<file path="src/rtl/tsi_pkg.sv">
package tsi_pkg;
   localparam int TSI_DEF_SLOTS = 24;
   localparam int TSI_DEF_DW    = 8;

   // which of the two frame banks a beat addresses
   typedef enum logic {
      BANK_LO = 1'b0,
      BANK_HI = 1'b1
   } tsi_bank_e;

   function automatic tsi_bank_e tsi_other(input tsi_bank_e b);
      return (b == BANK_LO) ? BANK_HI : BANK_LO;
   endfunction
endpackage

</file>
<file path="src/rtl/tsi_slot_tracker.sv">
module tsi_slot_tracker
   import tsi_pkg::*;
#(
   parameter int SLOTS = TSI_DEF_SLOTS,
   parameter int IDX_W = $clog2(SLOTS)
) (
   input  logic             clk,
   input  logic             rst_n,
   input  logic             in_valid,
   input  logic             in_fsync,
   output logic             wr_en,
   output logic [IDX_W-1:0] slot,
   output tsi_bank_e        wr_bank,
   output tsi_bank_e        rd_bank,
   output logic             swap,
   output logic             emit
);
   localparam logic [IDX_W-1:0] LAST = IDX_W'(SLOTS - 1);

   logic             seen_q;
   logic             primed_q;
   logic [IDX_W-1:0] cnt_q;
   tsi_bank_e        bank_q;

   assign swap    = in_valid & in_fsync;
   assign slot    = in_fsync ? '0 : cnt_q;
   assign wr_bank = swap ? tsi_other(bank_q) : bank_q;
   assign rd_bank = tsi_other(wr_bank);
   assign wr_en   = in_valid & (in_fsync | seen_q);
   assign emit    = in_valid & (primed_q | (in_fsync & seen_q));

   always_ff @(posedge clk or negedge rst_n) begin
      if (!rst_n) begin
         seen_q   <= 1'b0;
         primed_q <= 1'b0;
         cnt_q    <= '0;
         bank_q   <= BANK_LO;
      end else begin
         if (swap) begin
            seen_q <= 1'b1;
            bank_q <= tsi_other(bank_q);
            if (seen_q) primed_q <= 1'b1;
         end
         if (wr_en) cnt_q <= (slot == LAST) ? '0 : slot + 1'b1;
      end
   end
endmodule

</file>
<file path="src/rtl/tsi_frame_store.sv">
module tsi_frame_store
   import tsi_pkg::*;
#(
   parameter int SLOTS = TSI_DEF_SLOTS,
   parameter int DW    = TSI_DEF_DW,
   parameter int IDX_W = $clog2(SLOTS)
) (
   input  logic             clk,
   input  logic             wr_en,
   input  tsi_bank_e        wr_bank,
   input  logic [IDX_W-1:0] wr_addr,
   input  logic [DW-1:0]    wr_data,
   input  tsi_bank_e        rd_bank,
   input  logic [IDX_W-1:0] rd_addr,
   output logic [DW-1:0]    rd_data
);
   localparam int NBANK = 2;

   logic [NBANK-1:0][DW-1:0] bank_word;
   logic [IDX_W-1:0]         rd_idx;

   // a table that fills the whole index space needs no range guard
   if (SLOTS == (1 << IDX_W)) begin : g_full
      assign rd_idx = rd_addr;
   end else begin : g_guard
      localparam logic [IDX_W:0] NS = (IDX_W + 1)'(SLOTS);
      assign rd_idx = ({1'b0, rd_addr} < NS) ? rd_addr : '0;
   end

   for (genvar b = 0; b < NBANK; b++) begin : g_bank
      logic [DW-1:0] mem [SLOTS];
      always_ff @(posedge clk) begin
         if (wr_en && wr_bank == tsi_bank_e'(b)) mem[wr_addr] <= wr_data;
      end
      assign bank_word[b] = mem[rd_idx];
   end

   assign rd_data = bank_word[rd_bank];
endmodule

</file>
<file path="src/rtl/tsi_conn_map.sv">
module tsi_conn_map #(
   parameter int SLOTS = 24,
   parameter int IDX_W = $clog2(SLOTS)
) (
   input  logic             clk,
   input  logic             rst_n,
   input  logic             cfg_we,
   input  logic [IDX_W-1:0] cfg_slot,
   input  logic [IDX_W-1:0] cfg_src,
   input  logic             cfg_idle,
   input  logic             swap,
   input  logic [IDX_W-1:0] lk_slot,
   output logic [IDX_W-1:0] lk_src,
   output logic             lk_use
);
   localparam logic [IDX_W:0] NS = (IDX_W + 1)'(SLOTS);

   logic [IDX_W-1:0] sh_src  [SLOTS];
   logic             sh_idle [SLOTS];
   logic [IDX_W-1:0] act_src [SLOTS];
   logic             act_idle[SLOTS];
   logic             cfg_ok;
   logic             ent_idle;

   assign cfg_ok = cfg_we & ({1'b0, cfg_slot} < NS);

   always_ff @(posedge clk or negedge rst_n) begin
      if (!rst_n) begin
         for (int k = 0; k < SLOTS; k++) begin
            sh_src[k]   <= IDX_W'(k);
            sh_idle[k]  <= 1'b0;
            act_src[k]  <= IDX_W'(k);
            act_idle[k] <= 1'b0;
         end
      end else begin
         for (int k = 0; k < SLOTS; k++) begin
            if (cfg_ok && cfg_slot == IDX_W'(k)) begin
               sh_src[k]  <= cfg_src;
               sh_idle[k] <= cfg_idle;
            end
            if (swap) begin
               act_src[k]  <= sh_src[k];
               act_idle[k] <= sh_idle[k];
            end
         end
      end
   end

   // on the frame-start beat the new frame already uses the shadow copy
   always_comb begin
      if (swap) begin
         lk_src   = sh_src[0];
         ent_idle = sh_idle[0];
      end else begin
         lk_src   = act_src[lk_slot];
         ent_idle = act_idle[lk_slot];
      end
   end

   assign lk_use = ~ent_idle & ({1'b0, lk_src} < NS);
endmodule

</file>
<file path="src/rtl/tsi_interchanger.sv">
module tsi_interchanger
   import tsi_pkg::*;
#(
   parameter int            SLOTS     = TSI_DEF_SLOTS,
   parameter int            DW        = TSI_DEF_DW,
   parameter int            IDX_W     = $clog2(SLOTS),
   parameter logic [DW-1:0] IDLE_BYTE = '1
) (
   input  logic             clk,
   input  logic             rst_n,
   input  logic             in_valid,
   input  logic             in_fsync,
   input  logic [DW-1:0]    in_data,
   input  logic             cfg_we,
   input  logic [IDX_W-1:0] cfg_slot,
   input  logic [IDX_W-1:0] cfg_src,
   input  logic             cfg_idle,
   output logic             out_valid,
   output logic             out_fsync,
   output logic [DW-1:0]    out_data
);
   if (SLOTS < 2) begin : g_bad_slots
      $error("tsi_interchanger: SLOTS must be at least 2");
   end
   if (IDX_W < $clog2(SLOTS)) begin : g_bad_idx
      $error("tsi_interchanger: IDX_W too narrow for SLOTS");
   end
   if (DW < 1) begin : g_bad_dw
      $error("tsi_interchanger: DW must be positive");
   end

   logic             wr_en;
   logic [IDX_W-1:0] slot;
   tsi_bank_e        wr_bank;
   tsi_bank_e        rd_bank;
   logic             swap;
   logic             emit;
   logic [IDX_W-1:0] src;
   logic             use_src;
   logic [DW-1:0]    rd_data;

   tsi_slot_tracker #(.SLOTS(SLOTS), .IDX_W(IDX_W)) trk_i (
      .clk(clk), .rst_n(rst_n), .in_valid(in_valid), .in_fsync(in_fsync),
      .wr_en(wr_en), .slot(slot), .wr_bank(wr_bank), .rd_bank(rd_bank),
      .swap(swap), .emit(emit)
   );

   tsi_conn_map #(.SLOTS(SLOTS), .IDX_W(IDX_W)) map_i (
      .clk(clk), .rst_n(rst_n), .cfg_we(cfg_we), .cfg_slot(cfg_slot),
      .cfg_src(cfg_src), .cfg_idle(cfg_idle), .swap(swap),
      .lk_slot(slot), .lk_src(src), .lk_use(use_src)
   );

   tsi_frame_store #(.SLOTS(SLOTS), .DW(DW), .IDX_W(IDX_W)) store_i (
      .clk(clk), .wr_en(wr_en), .wr_bank(wr_bank), .wr_addr(slot),
      .wr_data(in_data), .rd_bank(rd_bank), .rd_addr(src), .rd_data(rd_data)
   );

   always_ff @(posedge clk or negedge rst_n) begin
      if (!rst_n) begin
         out_valid <= 1'b0;
         out_fsync <= 1'b0;
         out_data  <= IDLE_BYTE;
      end else begin
         out_valid <= emit;
         out_fsync <= emit & in_fsync;
         if (emit) out_data <= use_src ? rd_data : IDLE_BYTE;
      end
   end
endmodule

</file>
<file path="config.mk">
export PLATFORM = sky130hd
export DESIGN_NAME = tsi_interchanger
export DESIGN_NICKNAME = d
export VERILOG_FILES = /design/src/rtl/tsi_pkg.sv /design/src/rtl/tsi_slot_tracker.sv /design/src/rtl/tsi_frame_store.sv /design/src/rtl/tsi_conn_map.sv /design/src/rtl/tsi_interchanger.sv
export SDC_FILE = /design/constraint.sdc
export NUM_CORES = 1
export LEC_CHECK = 0
export BUFFER_PORTS_ARGS = -buffer_cell sky130_fd_sc_hd__buf_2
export CORE_ASPECT_RATIO = 1.25
export CORE_UTILIZATION = 37
export DETAILED_ROUTE_END_ITERATION = 8
export PLACE_DENSITY = 0.63
export SLEW_MARGIN = 10
export SYNTH_ARGS = -nofsm -noshare
export SYNTH_HDL_FRONTEND = slang
export SYNTH_SLANG_ARGS = --single-unit
</file>
<file path="constraint.sdc">
create_clock -name clk -period 9.1 [get_ports clk]
set_input_delay 0.455 -clock clk [delete_from_list [all_inputs] [get_ports clk]]
set_output_delay 0.455 -clock clk [all_outputs]
set_load 0.05 [all_outputs]
</file>
=== Yosys cells after proc, flatten, opt, wreduce, memory -nomap -nowiden ===
Memory sizes are Yosys's and may differ from the RTL's.
Index checks and enable logic that the tools add are counted.

* Bits in registers: 306
* Latch bits: 0
* Memory bits (writable): 384
* Memory bits (read-only): 0
* Bits of input ports: 24
* Output and inout bits: 10
* Logic and storage cells: 195
* Memories kept: 2

* Add/subtract/negate cells: 1
* Multipliers: 0
* Div/mod/pow operators: 0
* $lt $le $gt $ge: 4
* Eq/ne operators: 24
* Shifts and indexed selects: 0
* Muxes and demuxes: 21
* Bitwise logic cells: 12
* Reductions and logical operators: 28

{| class="wikitable"
|+ Memory list
! name !! depth !! bits a word !! rd ports !! clocked after Yosys merged registers in !! write ports !! line !! RTL
|-
| store_i.g_bank[0].mem || 24 || 8 || 1 || 0 || 1 || tsi_frame_store.sv:31 || <nowiki>logic [DW-1:0] mem [SLOTS];</nowiki>
|-
| store_i.g_bank[1].mem || 24 || 8 || 1 || 0 || 1 || tsi_frame_store.sv:31 ||
|}

{| class="wikitable"
|+ Operators by type and width
! cell !! number
|-
| 5-bit == test, second input constant || 9
|-
| 5-bit by 4-bit == test with 1-bit output, second input constant || 8
|-
| 5-bit two-way mux || 6
|-
| 1-bit logical AND || 26
|-
| 5-bit binary-select mux with 5-bit select || 1
|-
| 8-bit two-way mux || 3
|-
| 5-bit by 3-bit == test with 1-bit output, second input constant || 4
|-
| 5-bit by 2-bit == test with 1-bit output, second input constant || 2
|-
| 5-bit < comparator, second input constant || 2
|-
| 1-bit two-way mux || 10
|-
| 1-bit bitwise AND || 7
|-
| 6-bit >= comparator, second input constant || 1
|-
| 5-bit inverter with 6-bit output || 1
|-
| 5-bit by 1-bit adder with 5-bit output, second input constant || 1
|-
| 1-bit binary-select mux with 5-bit select || 1
|-
| 5-bit by 1-bit == test with 1-bit output, second input constant || 1
|-
| 5-bit logical NOT || 1
|-
| 1-bit by 2-bit < comparator with 1-bit output, second input constant || 1
|-
| 1-bit inverter || 2
|-
| 1-bit bitwise OR || 2
|-
| 2-bit AND reduction || 1
|}

=== Depth between registers and ports, before layout ===
Gate-level depths: netlist of run 1.
An unclocked memory read counts as a cell.

* Word-level depth: 12
* Depth in mapped cells: 19
* Mapped depth without buffers: 12

=== Hierarchy ===
From an unflattened synthesis of run 1, not the netlist that was laid out.

* Cells, all modules: 1798
* Area, all modules: 28532.4 um2

{| class="wikitable"
|+ Modules (own cells, without submodules)
! module !! instances !! cells an instance !! area each (um2) !! seq. area each (um2)
|-
| tsi_frame_store || 1 || 952 || 15511.1 || 11531.1
|-
| tsi_conn_map || 1 || 771 || 12181.7 || 7337.0
|-
| tsi_slot_tracker || 1 || 41 || 429.2 || 200.2
|-
| tsi_interchanger || 1 || 34 || 410.4 || 260.2
|}

=== Worst setup path before layout of run 1 ===
No wires, ideal clock.

* Path type: register to register
* Start: reg trk_i.cnt_q[4]
* End: reg out_data[2]
* Library setup time: 0.097 ns
* Arrival: 3.039 ns
* Data required time: 9.003 ns
* Setup slack: 5.964 ns
* Cell stages (with the launch flop): 18
* Buffers on the path: 6
* Period minus slack after synthesis: 3.136 ns
* Path through: dfrtp_1 > buf_6 > or4b_4 > buf_6 > a211o_1 > o211ai_1 > a222oi_1 > buf_4 > nand2b_1 > a21oi_2 > buf_6 > and2_4 > buf_6 > buf_6 > a31oi_1 > a31oi_1 > or3_1 > o41ai_2

* Cells in the longest elaborated chain, start to end: 12
* Elaborated cells on any way between the ends: 19
* Classes of those cells: order compare: 1; mux: 13; bitwise: 3; memory: 2

{| class="wikitable"
|+ RTL lines
! item !! line !! RTL
|-
| start, declared || tsi_slot_tracker.sv:22 || <nowiki>logic [IDX_W-1:0] cnt_q;</nowiki>
|-
| start signal, assigned || tsi_slot_tracker.sv:44 || <nowiki>if (wr_en) cnt_q <= (slot == LAST) ? '0 : slot + 1'b1;</nowiki>
|-
| 5-bit two-way mux * || tsi_slot_tracker.sv:26 || <nowiki>assign slot = in_fsync ? '0 : cnt_q;</nowiki>
|-
| 5-bit inverter with 6-bit output (implied by the code) * || tsi_conn_map.sv:55, tsi_conn_map.sv:56 ||
|-
| 5-bit binary-select mux with 5-bit select || tsi_conn_map.sv:55 || <nowiki>lk_src = act_src[lk_slot];</nowiki>
|-
| 5-bit two-way mux (implied by the code) (2 in a row) || tsi_conn_map.sv:55 ||
|-
| 5-bit two-way mux || tsi_conn_map.sv:51 || <nowiki>if (swap) begin</nowiki>
|-
| 5-bit < comparator || tsi_frame_store.sv:27, tsi_conn_map.sv:60 ||
|-
| 5-bit two-way mux || tsi_frame_store.sv:27 || <nowiki>assign rd_idx = ({1'b0, rd_addr} < NS) ? rd_addr : '0;</nowiki>
|-
| memory read 24 x 8 bit || -- ||
|-
| 8-bit two-way mux (implied by the code) (2 in a row) || tsi_frame_store.sv:38 || <nowiki>assign rd_data = bank_word[rd_bank];</nowiki>
|-
| 8-bit two-way mux * || tsi_interchanger.sv:67 || <nowiki>if (emit) out_data <= use_src ? rd_data : IDLE_BYTE;</nowiki>
|-
| end signal, assigned || tsi_interchanger.sv:67 ||
|-
| end, declared || tsi_interchanger.sv:20 || <nowiki>output logic [DW-1:0] out_data</nowiki>
|}

Every way passes the cells marked *; elsewhere a longest branch is shown, timed or not. The select of a mux whose other input is x is not followed.
A chain may end at the register's enable or synchronous reset.

=== Final worst setup path of run 1 ===
* Start: reg trk_i.cnt_q[1]
* End: reg out_data[3]

The elaborated chain is that of the path after synthesis.

==> results.txt, run 1 <==
Num ports - 34
Root Driver - clkbuf_16
Seq/Total Area, Yosys - 67.2%
Final period util - 59.9%
Post-synthesis to final-layout area growth - 11.5%
Worst-Skew Late Latency - 0.62 ns
# port buffers - 33
WL/cell - 21.7 microns
GRT overflow - 0
Pwr dens - 266 mW/mm^2
Commonest non-fill, non-tap cell in the layout - nand2_1
Register area - 0.0193 sq mm
Hpwl dp - 43.3 mm
Global-route wire length before repair - 106 mm
# DRC - 0
Num CTS Buffers - 73
Achievable Freq - 183 MHz
Crit path cell chain - nor2b_1 > inv_1 > a21oi_1 > a22oi_1 > a222oi_1 > buf_4 > nand2b_1 > a21oi_4 > buf_4 > and2_4 > a22o_1 > a221oi_1 > o2bb2ai_1 > o41ai_2
Syn avg cell area - 13.6 sq um
Slowest stage delay, CP - 0.74 ns
Clock power share - 34.3%
Place WS - 3.45 ns
Initial DRT Pass Iterations - 6
YS warnings - 0
P_int - 0.00605 W
Core Rows - 113
CTS tree - yes
Final worst setup slack - 3.65 ns
Die area - 0.0789 sq mm
Vias - 17100
Period minus WS final - 5.45 ns
Final Hold Vio Count - 0
Static leakage - 12.2 nW
Final Cell Area - 0.0321 sq mm
Leading cell types in the layout, fill and taps excluded - nand2_1 (498), edfxtp_1 (384), mux2i_1 (216)
Final Max Tran Viols - 0
Total GRT Usage - 17.7%
Layout cells sized above 1 - 21.2%
Setup TNS - 0 ns
Synth Instances - 2109
Top FF cell, synth - edfxtp_1
Peak VDD IR - 185 uV
Die height - 314 microns
#FFs+latches synth - 690
Endpoint class of the critical path - flip-flop
Largest net degree at the start of global routing - 191
CP required - 9.63 ns
Worst slew margin - 18.0%
Footprint of the multi-input gates - 0.00871 sq mm
Vias in the first global route - 17200
Placed Area - 0.0297 sq mm
Syn Std Cell Area - 0.0288 sq mm
Clk pin slew, worst setup/hold paths - 0.06 ns
Switching Share - 29.2%
HP Class - input port to flip-flop
Most frequent CP cell - buf_4
Number of nets still failing antenna checks after routing - 0
Via density - 5.32
Clock Skew - 0.0186 ns
Antenna cell count - 0
Post-synthesis net count - 2137
Layout net count - 2140
Setup CP Type - flip-flop to flip-flop
Core area - 0.0765 sq mm
Logic pwr share - 20.3%
Final core utilization - 41.9%
Outcome - complete, no violations
Startpoint Class - flip-flop
Number of max-cap violations - 0
Post-Route WL - 69.6 mm
H-tree levels - 3
Post-synth EDFFs - 384
Antenna violations before repair - 0
Unrepaired setup endpoints after global routing - false
Min Hold Slack - 0.357 ns
Post-CTS Setup Repair Bufs - 0
Slew @ Worst Pin - 1.22 ns
Clock buffer depth - 3
DRT iter0 DRCs - 1373
Filler cells - 6994
Initial Utilization - 37.6%
R2R Setup Slk - 3.65 ns
Seq pwr share - 45.4%
CP Data Arrival Time - 5.98 ns
GP Congestion - 0.908
Worst-path fanout max - 50
Asr flop ratio synth - 44.3%
Die Width - 251 microns
Switching power - 0.00249 W
Clk sinks - 690
# setup viols final - 0
Post-synth cell types - 71
Slowest stage cell on the critical path - buf_4
==> worst max-delay path: cells and delay by family, from the launching register on <==
kind | cells | cell delay (ns)
DFF | 1 | 0.67
AOI/OAI and AO/OA | 8 | 2.07
buffers and inverters | 3 | 1.34
and+or+nand+nor | 3 | 1.25
==> cells in the mapped netlist (6+ instances only) <==
| master | n | area [sq um] |
|---|---|---|
| or3_1 | 6 | 37.5 |
| nor2_1 | 76 | 285 |
| nand3_1 | 14 | 70.1 |
| mux2_2 | 149 | 1680 |
| buf_4 | 13 | 97.6 |
| nand2_1 | 499 | 1870 |
| buf_6 | 26 | 293 |
| buf_2 | 18 | 90.1 |
| o221ai_1 | 15 | 131 |
| a21oi_1 | 50 | 250 |
| a221oi_1 | 6 | 52.6 |
| o21ai_0 | 11 | 55.1 |
| dfstp_2 | 112 | 2940 |
| buf_1 | 9 | 33.8 |
| mux4_2 | 9 | 203 |
| a32oi_1 | 11 | 96.3 |
| o22ai_1 | 16 | 100 |
| nand2b_1 | 18 | 113 |
| a31oi_1 | 18 | 113 |
| a211oi_1 | 11 | 82.6 |
| a22o_1 | 8 | 70.1 |
| mux2i_1 | 216 | 2160 |
| nor2b_1 | 10 | 62.6 |
| and2_1 | 6 | 37.5 |
| a22oi_1 | 38 | 285 |
| dfrtp_1 | 194 | 4850 |
| nor3_1 | 12 | 60.1 |
| edfxtp_1 | 384 | 11500 |
| inv_1 | 6 | 22.5 |
| clkbuf_1 | 58 | 218 |
==> metrics by stage <==
step | instances | power (W)
global placement | 3071 | 0.00562
detailed placement | 3071 | 0.00565
global route | 3207 | 0.00888
finish | 3207 | 0.00854
floorplan | 2109 | 0.00515
CTS | 3207 | 0.00860
==> state kept, by name (all words and copies together), names as in the netlist, 5 cells and up <==
signal,flops
out_data,8
store_i.g_bank.mem,384
map_i.sh_src,120
map_i.act_idle,24
map_i.sh_idle,24
trk_i.cnt_q,5
map_i.act_src,120
==> timing repair <==
item / in CTS / in global routing
hold buffers: 1 / 0
resized for setup: 0 / 0
hold endpoints to repair: 76 / 0
==> routing by layer <==
metal  routed length (microns)  GRT usage (%)  vias up
li1                          -              -     7648
met1                     28500           22.5     8666
met2                     34600           30.0      613
met3                      4370           3.09      130
met4                      2110           6.57        0
met5                         0              0        -
==> power by group through the flow <==
stage	registers (W)	clock network, W	logic, W
2_1_floorplan	0.00391	0	0.00124
3_3_place_gp	0.00392	0	0.00170
3_5_place_dp	0.00393	0	0.00172
4_1_cts	0.00388	0.00299	0.00173
5_1_grt	0.00391	0.00311	0.00186
6_report	0.00388	0.00293	0.00173
==> worst paths after layout <==
| path | startpoint | cells after the start | to |
|---|---|---|---|
| max | trk_i.cnt_q[1] | 14 | out_data[3] |
| min | cfg_slot[1] | 3 | map_i.sh_idle[11] |
| max reg2reg | trk_i.cnt_q[1] | 14 | out_data[3] |
| min reg2reg | map_i.sh_src[50] | 2 | map_i.act_src[50] |
| max in group asynchronous | rst_n | 3 | map_i.sh_src[85] |
| min in group asynchronous | rst_n | 2 | map_i.act_src[36] |
==> cells by family after synthesis <==
kind of cell / Yosys count / synth area share [%]
xor gates and xnor gates: 2 / 0.0609
AOI/OAI and AO/OA: 236 / 6.27
adders and majority gates: 4 / 0.174
muxes: 374 / 14.1
and+or+nand+nor: 672 / 9.61
buffers and inverters: 131 / 2.64
DFF: 690 / 67.2
==> layout make-up <==
type	count	share of cell area, %
Clock buffer	109	6.53
Clock inverter	26	0.858
Inverter	7	0.0819
Multi-Input combinational cell	1288	27.2
Sequential cell	690	60.3
Tap cell	1035	4.04
Timing Repair Buffer	52	1.08
Power figures use the tool's default switching activity.
==> run 2: changes to the inputs <==
==> constraint.sdc (replaced) <==
create_clock -name clk -period 5.6 [get_ports clk]
set_input_delay 0.28 -clock clk [delete_from_list [all_inputs] [get_ports clk]]
set_output_delay 0.28 -clock clk [all_outputs]
set_load 0.05 [all_outputs]
==> results.txt, run 2 (synthesis gave the netlist of run 1 again) <==
Via density - 5.26
# setup viols final - 0
Post-CTS Setup Repair Bufs - 0
Antenna cell count - 0
Biggest regs - store_i.g_bank.mem x384, map_i.act_src x120, map_i.sh_src x120
Die area - 0.0789 sq mm
Die Width - 251 microns
Antenna violations before repair - 1
Die height - 314 microns
Period minus WS final - 4.76 ns
HP Class - input port to flip-flop
Num ports - 34
Layout cells sized above 1 - 22.0%
Worst-path fanout max - 24
# port buffers - 33
Peak VDD IR - 296 uV
Slew @ Worst Pin - 1.15 ns
Num CTS Buffers - 73
Vias - 17000
Final Hold Vio Count - 0
Worst-Skew Late Latency - 0.62 ns
Final Max Tran Viols - 0
Number of max-cap violations - 0
Setup TNS - 0 ns
Endpoint class of the critical path - flip-flop
Worst slew margin - 23.1%
CP Data Arrival Time - 5.28 ns
Vias in the first global route - 17500
# DRC - 0
Root Driver - clkbuf_16
GP Congestion - 0.895
Clk sinks - 690
Post-Route WL - 70.8 mm
Hpwl dp - 44.8 mm
Leading cell types in the layout, fill and taps excluded - nand2_1 (498), edfxtp_1 (384), mux2i_1 (216)
Clock Skew - 0.0245 ns
Initial Utilization - 37.6%
Number of nets still failing antenna checks after routing - 0
Largest net degree at the start of global routing - 125
Global-route wire length before repair - 108 mm
Clock buffer depth - 3
Hold Startpoint - cfg_slot[1]
Static leakage - 12.4 nW
Startpoint Class - flip-flop
Core Rows - 113
Largest reg by FF count - store_i.g_bank.mem
Layout net count - 2155
H-tree levels - 3
CP required - 6.12 ns
Total GRT Usage - 18.1%
Core area - 0.0765 sq mm
CTS tree - yes
RR Startpoint - trk_i.cnt_q[1]
Achievable Freq - 210 MHz
Final period util - 85.0%
GRT overflow - 0
Initial DRT Pass Iterations - 5
Filler cells - 6972
R2R Setup Slk - 0.84 ns
Pwr dens - 441 mW/mm^2
Outcome - complete, no violations
Largest register FFs - 384
DRT iter0 DRCs - 1403
Clk pin slew, worst setup/hold paths - 0.06 ns
Post-synthesis to final-layout area growth - 12.7%
Unrepaired setup endpoints after global routing - false
Setup CP Type - flip-flop to flip-flop
Commonest non-fill, non-tap cell in the layout - nand2_1
WL/cell - 22.0 microns
CP startpoint - trk_i.cnt_q[1]
Min Hold Slack - 0.204 ns
run 2: final cells by class:
type                            count  area, sq um  area share (%)
Inverter                            7         26.3          0.0811
Clock buffer                       96         2080            6.41
Clock inverter                     39          472            1.46
Multi-Input combinational cell   1288         8710            26.9
Sequential cell                   690        19300            59.7
Tap cell                         1035         1290            4.00
Timing Repair Buffer               67          495            1.53
run 2: metrics by stage:
| step | utilization (%) | setup slack (ns) | area [sq um] | total power, W | cells |
|---|---|---|---|---|---|
| 2_1_floorplan | - | 2.46 | 28800 | 0.00836 | 2109 |
| 3_3_place_gp | 39.0 | 1.11 | 29800 | 0.00921 | 3086 |
| 3_5_place_dp | 39.0 | 0.993 | 29800 | 0.00926 | 3086 |
| 4_1_cts | 42.4 | 0.961 | 32400 | 0.0144 | 3222 |
| 5_1_grt | 42.4 | 0.643 | 32400 | 0.0148 | 3222 |
| 6_report | 42.4 | 0.840 | 32400 | 0.0143 | 3222 |
run 2: path summary, 6_finish.rpt:
kind                                       to  depth (start not counted)
hold reg to reg             map_i.act_src[52]                          2
setup reg to reg                  out_data[0]                         13
max in group asynchronous  map_i.act_src[112]                          3
min in group asynchronous   map_i.act_src[15]                          2
hold / removal               map_i.sh_src[59]                          3
setup / recovery                  out_data[0]                         13
run 2: power breakdown:
part           internal (W)  switching [W]
sequential          0.00600       0.000319
clock               0.00312        0.00198
combinational       0.00108        0.00180
run 2: worst max-delay path, cell delays in order, from the launching register on:
cell,delay (ns)
dfrtp_1,0.60
nor2b_1,0.60
inv_1,0.30
a21oi_1,0.20
a22oi_1,0.10
a222oi_1,0.52
nand2b_1,0.17
a21oi_4,0.52
buf_4,0.32
and2_4,0.36
a22o_1,0.20
a221oi_1,0.06
o2bb2ai_1,0.55
o41ai_1,0.13
run 2: metal layers:
metal / wire length [microns] / vias to the layer above / track usage (%)
met5: 0 / - / 0.365
li1: - / 7657 / -
met2: 34600 / 534 / 30.1
met4: 2620 / 0 / 7.62
met3: 3910 / 139 / 3.11
met1: 29600 / 8628 / 23.3
run 2: what timing repair did:
item / 4_1_cts / 5_1_grt
hold endpoints to repair: 83 / 0
hold buffers: 1 / 0
resized for setup: 0 / 0
==> run 3: changes to the inputs <==
--- a/config.mk
+++ b/config.mk
@@ -9,7 +9,7 @@
 export CORE_ASPECT_RATIO = 1.25
 export CORE_UTILIZATION = 37
 export DETAILED_ROUTE_END_ITERATION = 8
-export PLACE_DENSITY = 0.63
+export PLACE_DENSITY = 0.65
 export SLEW_MARGIN = 10
 export SYNTH_ARGS = -nofsm -noshare
 export SYNTH_HDL_FRONTEND = slang
==> constraint.sdc (replaced) <==
create_clock -name clk -period 4 [get_ports clk]
set_input_delay 0.2 -clock clk [delete_from_list [all_inputs] [get_ports clk]]
set_output_delay 0.2 -clock clk [all_outputs]
set_load 0.05 [all_outputs]
==> results.txt, run 3 (synthesis gave the netlist of run 1 again) <==
CTS tree - yes
Filler cells - 6883
Layout cells sized above 1 - 23.7%
Largest reg by FF count - store_i.g_bank.mem
GP Congestion - 0.911
Leading cell types in the layout, fill and taps excluded - nand2_1 (497), edfxtp_1 (384), mux2i_1 (216)
Number of nets still failing antenna checks after routing - 0
# port buffers - 33
Placed insts - 3123
Initial Utilization - 37.6%
Core area - 0.0765 sq mm
WL/cell - 21.1 microns
Switching power - 0.00568 W
# setup viols final - 0
Initial DRT Pass Iterations - 5
Slew @ Worst Pin - 1.13 ns
Antenna violations before repair - 0
Die area - 0.0789 sq mm
Logic pwr share - 21.7%
# DRC - 0
Static leakage - 12.5 nW
Num ports - 34
Vias in the first global route - 17500
Global-route wire length before repair - 106 mm
DRT iter0 DRCs - 1479
Outcome - complete, no violations
Root Driver - clkbuf_16
Clk sinks - 690
Tot Pwr - 0.0196 W
Commonest non-fill, non-tap cell in the layout - nand2_1
Clock buffer depth - 3
Post-Route WL - 68.9 mm
Setup CP Type - flip-flop to flip-flop
H-tree levels - 3
Total GRT Usage - 17.6%
Clock Skew - 0.0323 ns
Achievable Freq - 257 MHz
Peak VDD IR - 429 uV
Worst-Skew Late Latency - 0.62 ns
Final Hold Vio Count - 0
Switching Share - 29.0%
Footprint of the multi-input gates - 0.00873 sq mm
Register area - 0.0193 sq mm
Via density - 5.27
Core Rows - 113
Final period util - 97.1%
Hpwl dp - 45.0 mm
Layout net count - 2197
Endpoint class of the critical path - flip-flop
P_int - 0.0139 W
Die height - 314 microns
Die Width - 251 microns
Clk pin slew, worst setup/hold paths - 0.06 ns
Worst slew margin - 24.5%
Biggest regs - store_i.g_bank.mem x384, map_i.act_src x120, map_i.sh_src x120
Final Max Tran Viols - 0
Finished Layout Cells - 3262
Num CTS Buffers - 72
CP Data Arrival Time - 4.40 ns
GRT overflow - 0
Vias - 17200
Seq pwr share - 44.9%
Largest net degree at the start of global routing - 122
Antenna cell count - 0
Startpoint Class - flip-flop
Pwr dens - 601 mW/mm^2
Post-synthesis to final-layout area growth - 13.4%
Worst-path fanout max - 26
Setup TNS - 0 ns
Number of max-cap violations - 0
HP Class - input port to flip-flop
Period minus WS final - 3.88 ns
Largest register FFs - 384
Clock power share - 33.4%
CP required - 4.51 ns
[run 3: changes by cell type in the layout (fill, tap and decap cells not counted), sizes merged]
cell,delta
bufinv,-7
inv,-1
clkbuf,+1
clkinv,+4
buf,+42
dlygate4sd3,+1
[run 3: power by group through the flow]
stage	logic, W	clock network (W)	registers (W)
finish	0.00425	0.00656	0.00880
global route	0.00454	0.00693	0.00888
CTS	0.00421	0.00667	0.00880
detailed placement	0.00419	0	0.00893
global placement	0.00412	0	0.00889
floorplan	0.00282	0	0.00889
[run 3: worst max-delay path, stage by stage (launching register included)]
cell and delay (ns):
dfrtp_2 0.40, buf_4 0.30, mux2_2 0.42, o21ai_0 0.17, a21oi_1 0.06, o21ai_1 0.27
a32oi_4 0.10, buf_12 0.17, a211oi_4 0.23, buf_12 0.26, buf_12 0.26, mux2i_1 0.30
o22ai_1 0.12, a211oi_1 0.31, buf_4 0.18, or3_1 0.11, o41ai_2 0.06
[run 3: metrics by stage]
| step | instance area [sq um] | hold WS, ns | worst slack [ns] | utilization (%) |
|---|---|---|---|---|
| 6_report | 32600 | 0.160 | 0.116 | 42.6 |
| 5_1_grt | 32600 | 0.157 | -0.00895 | 42.6 |
| 4_1_cts | 32500 | 0.132 | 0.0639 | 42.5 |
| 3_5_place_dp | 30200 | 0.369 | 0.0780 | 39.5 |
| 3_3_place_gp | 30200 | 0.361 | 0.0589 | 39.5 |
| 2_1_floorplan | 28800 | -0.0956 | 0.864 | - |
[run 3: repair_timing]
item	in CTS	in global routing
hold buffers	2	0
buffers inserted	0	5
gates resized for setup	0	7
hold endpoints to repair	80	0
setup endpoints to repair	0	8
[run 3: per-layer routing]
layer	wire, microns	track usage, %	vias up
met2	34400	30.1	521
met5	0	0	-
li1	-	-	7762
met4	2220	6.10	0
met1	28900	22.7	8752
met3	3430	2.62	145
[run 3: path summary, 6_finish.rpt]
kind | cells after the start | slack (ns) | end | from
min in group asynchronous | 2 | 0.27 | map_i.sh_src[11] | rst_n
setup / recovery | 16 | 0.12 | out_data[4] | trk_i.cnt_q[0]
hold / removal | 3 | 0.16 | map_i.act_src[119] | in_valid
hold reg to reg | 2 | 0.43 | map_i.act_src[87] | map_i.sh_src[87]
max in group asynchronous | 3 | 2.60 | out_data[5] | rst_n
setup reg to reg | 16 | 0.12 | out_data[4] | trk_i.cnt_q[0]
[run 3: cell type report]
cell class | instances | area share [%]
clock buffer | 97 | 6.23
clock inverter | 35 | 0.879
inverter | 7 | 0.0806
multi-input combinational | 1288 | 26.8
sequential | 690 | 59.3
tap | 1035 | 3.97
timing repair buffer | 110 | 2.79
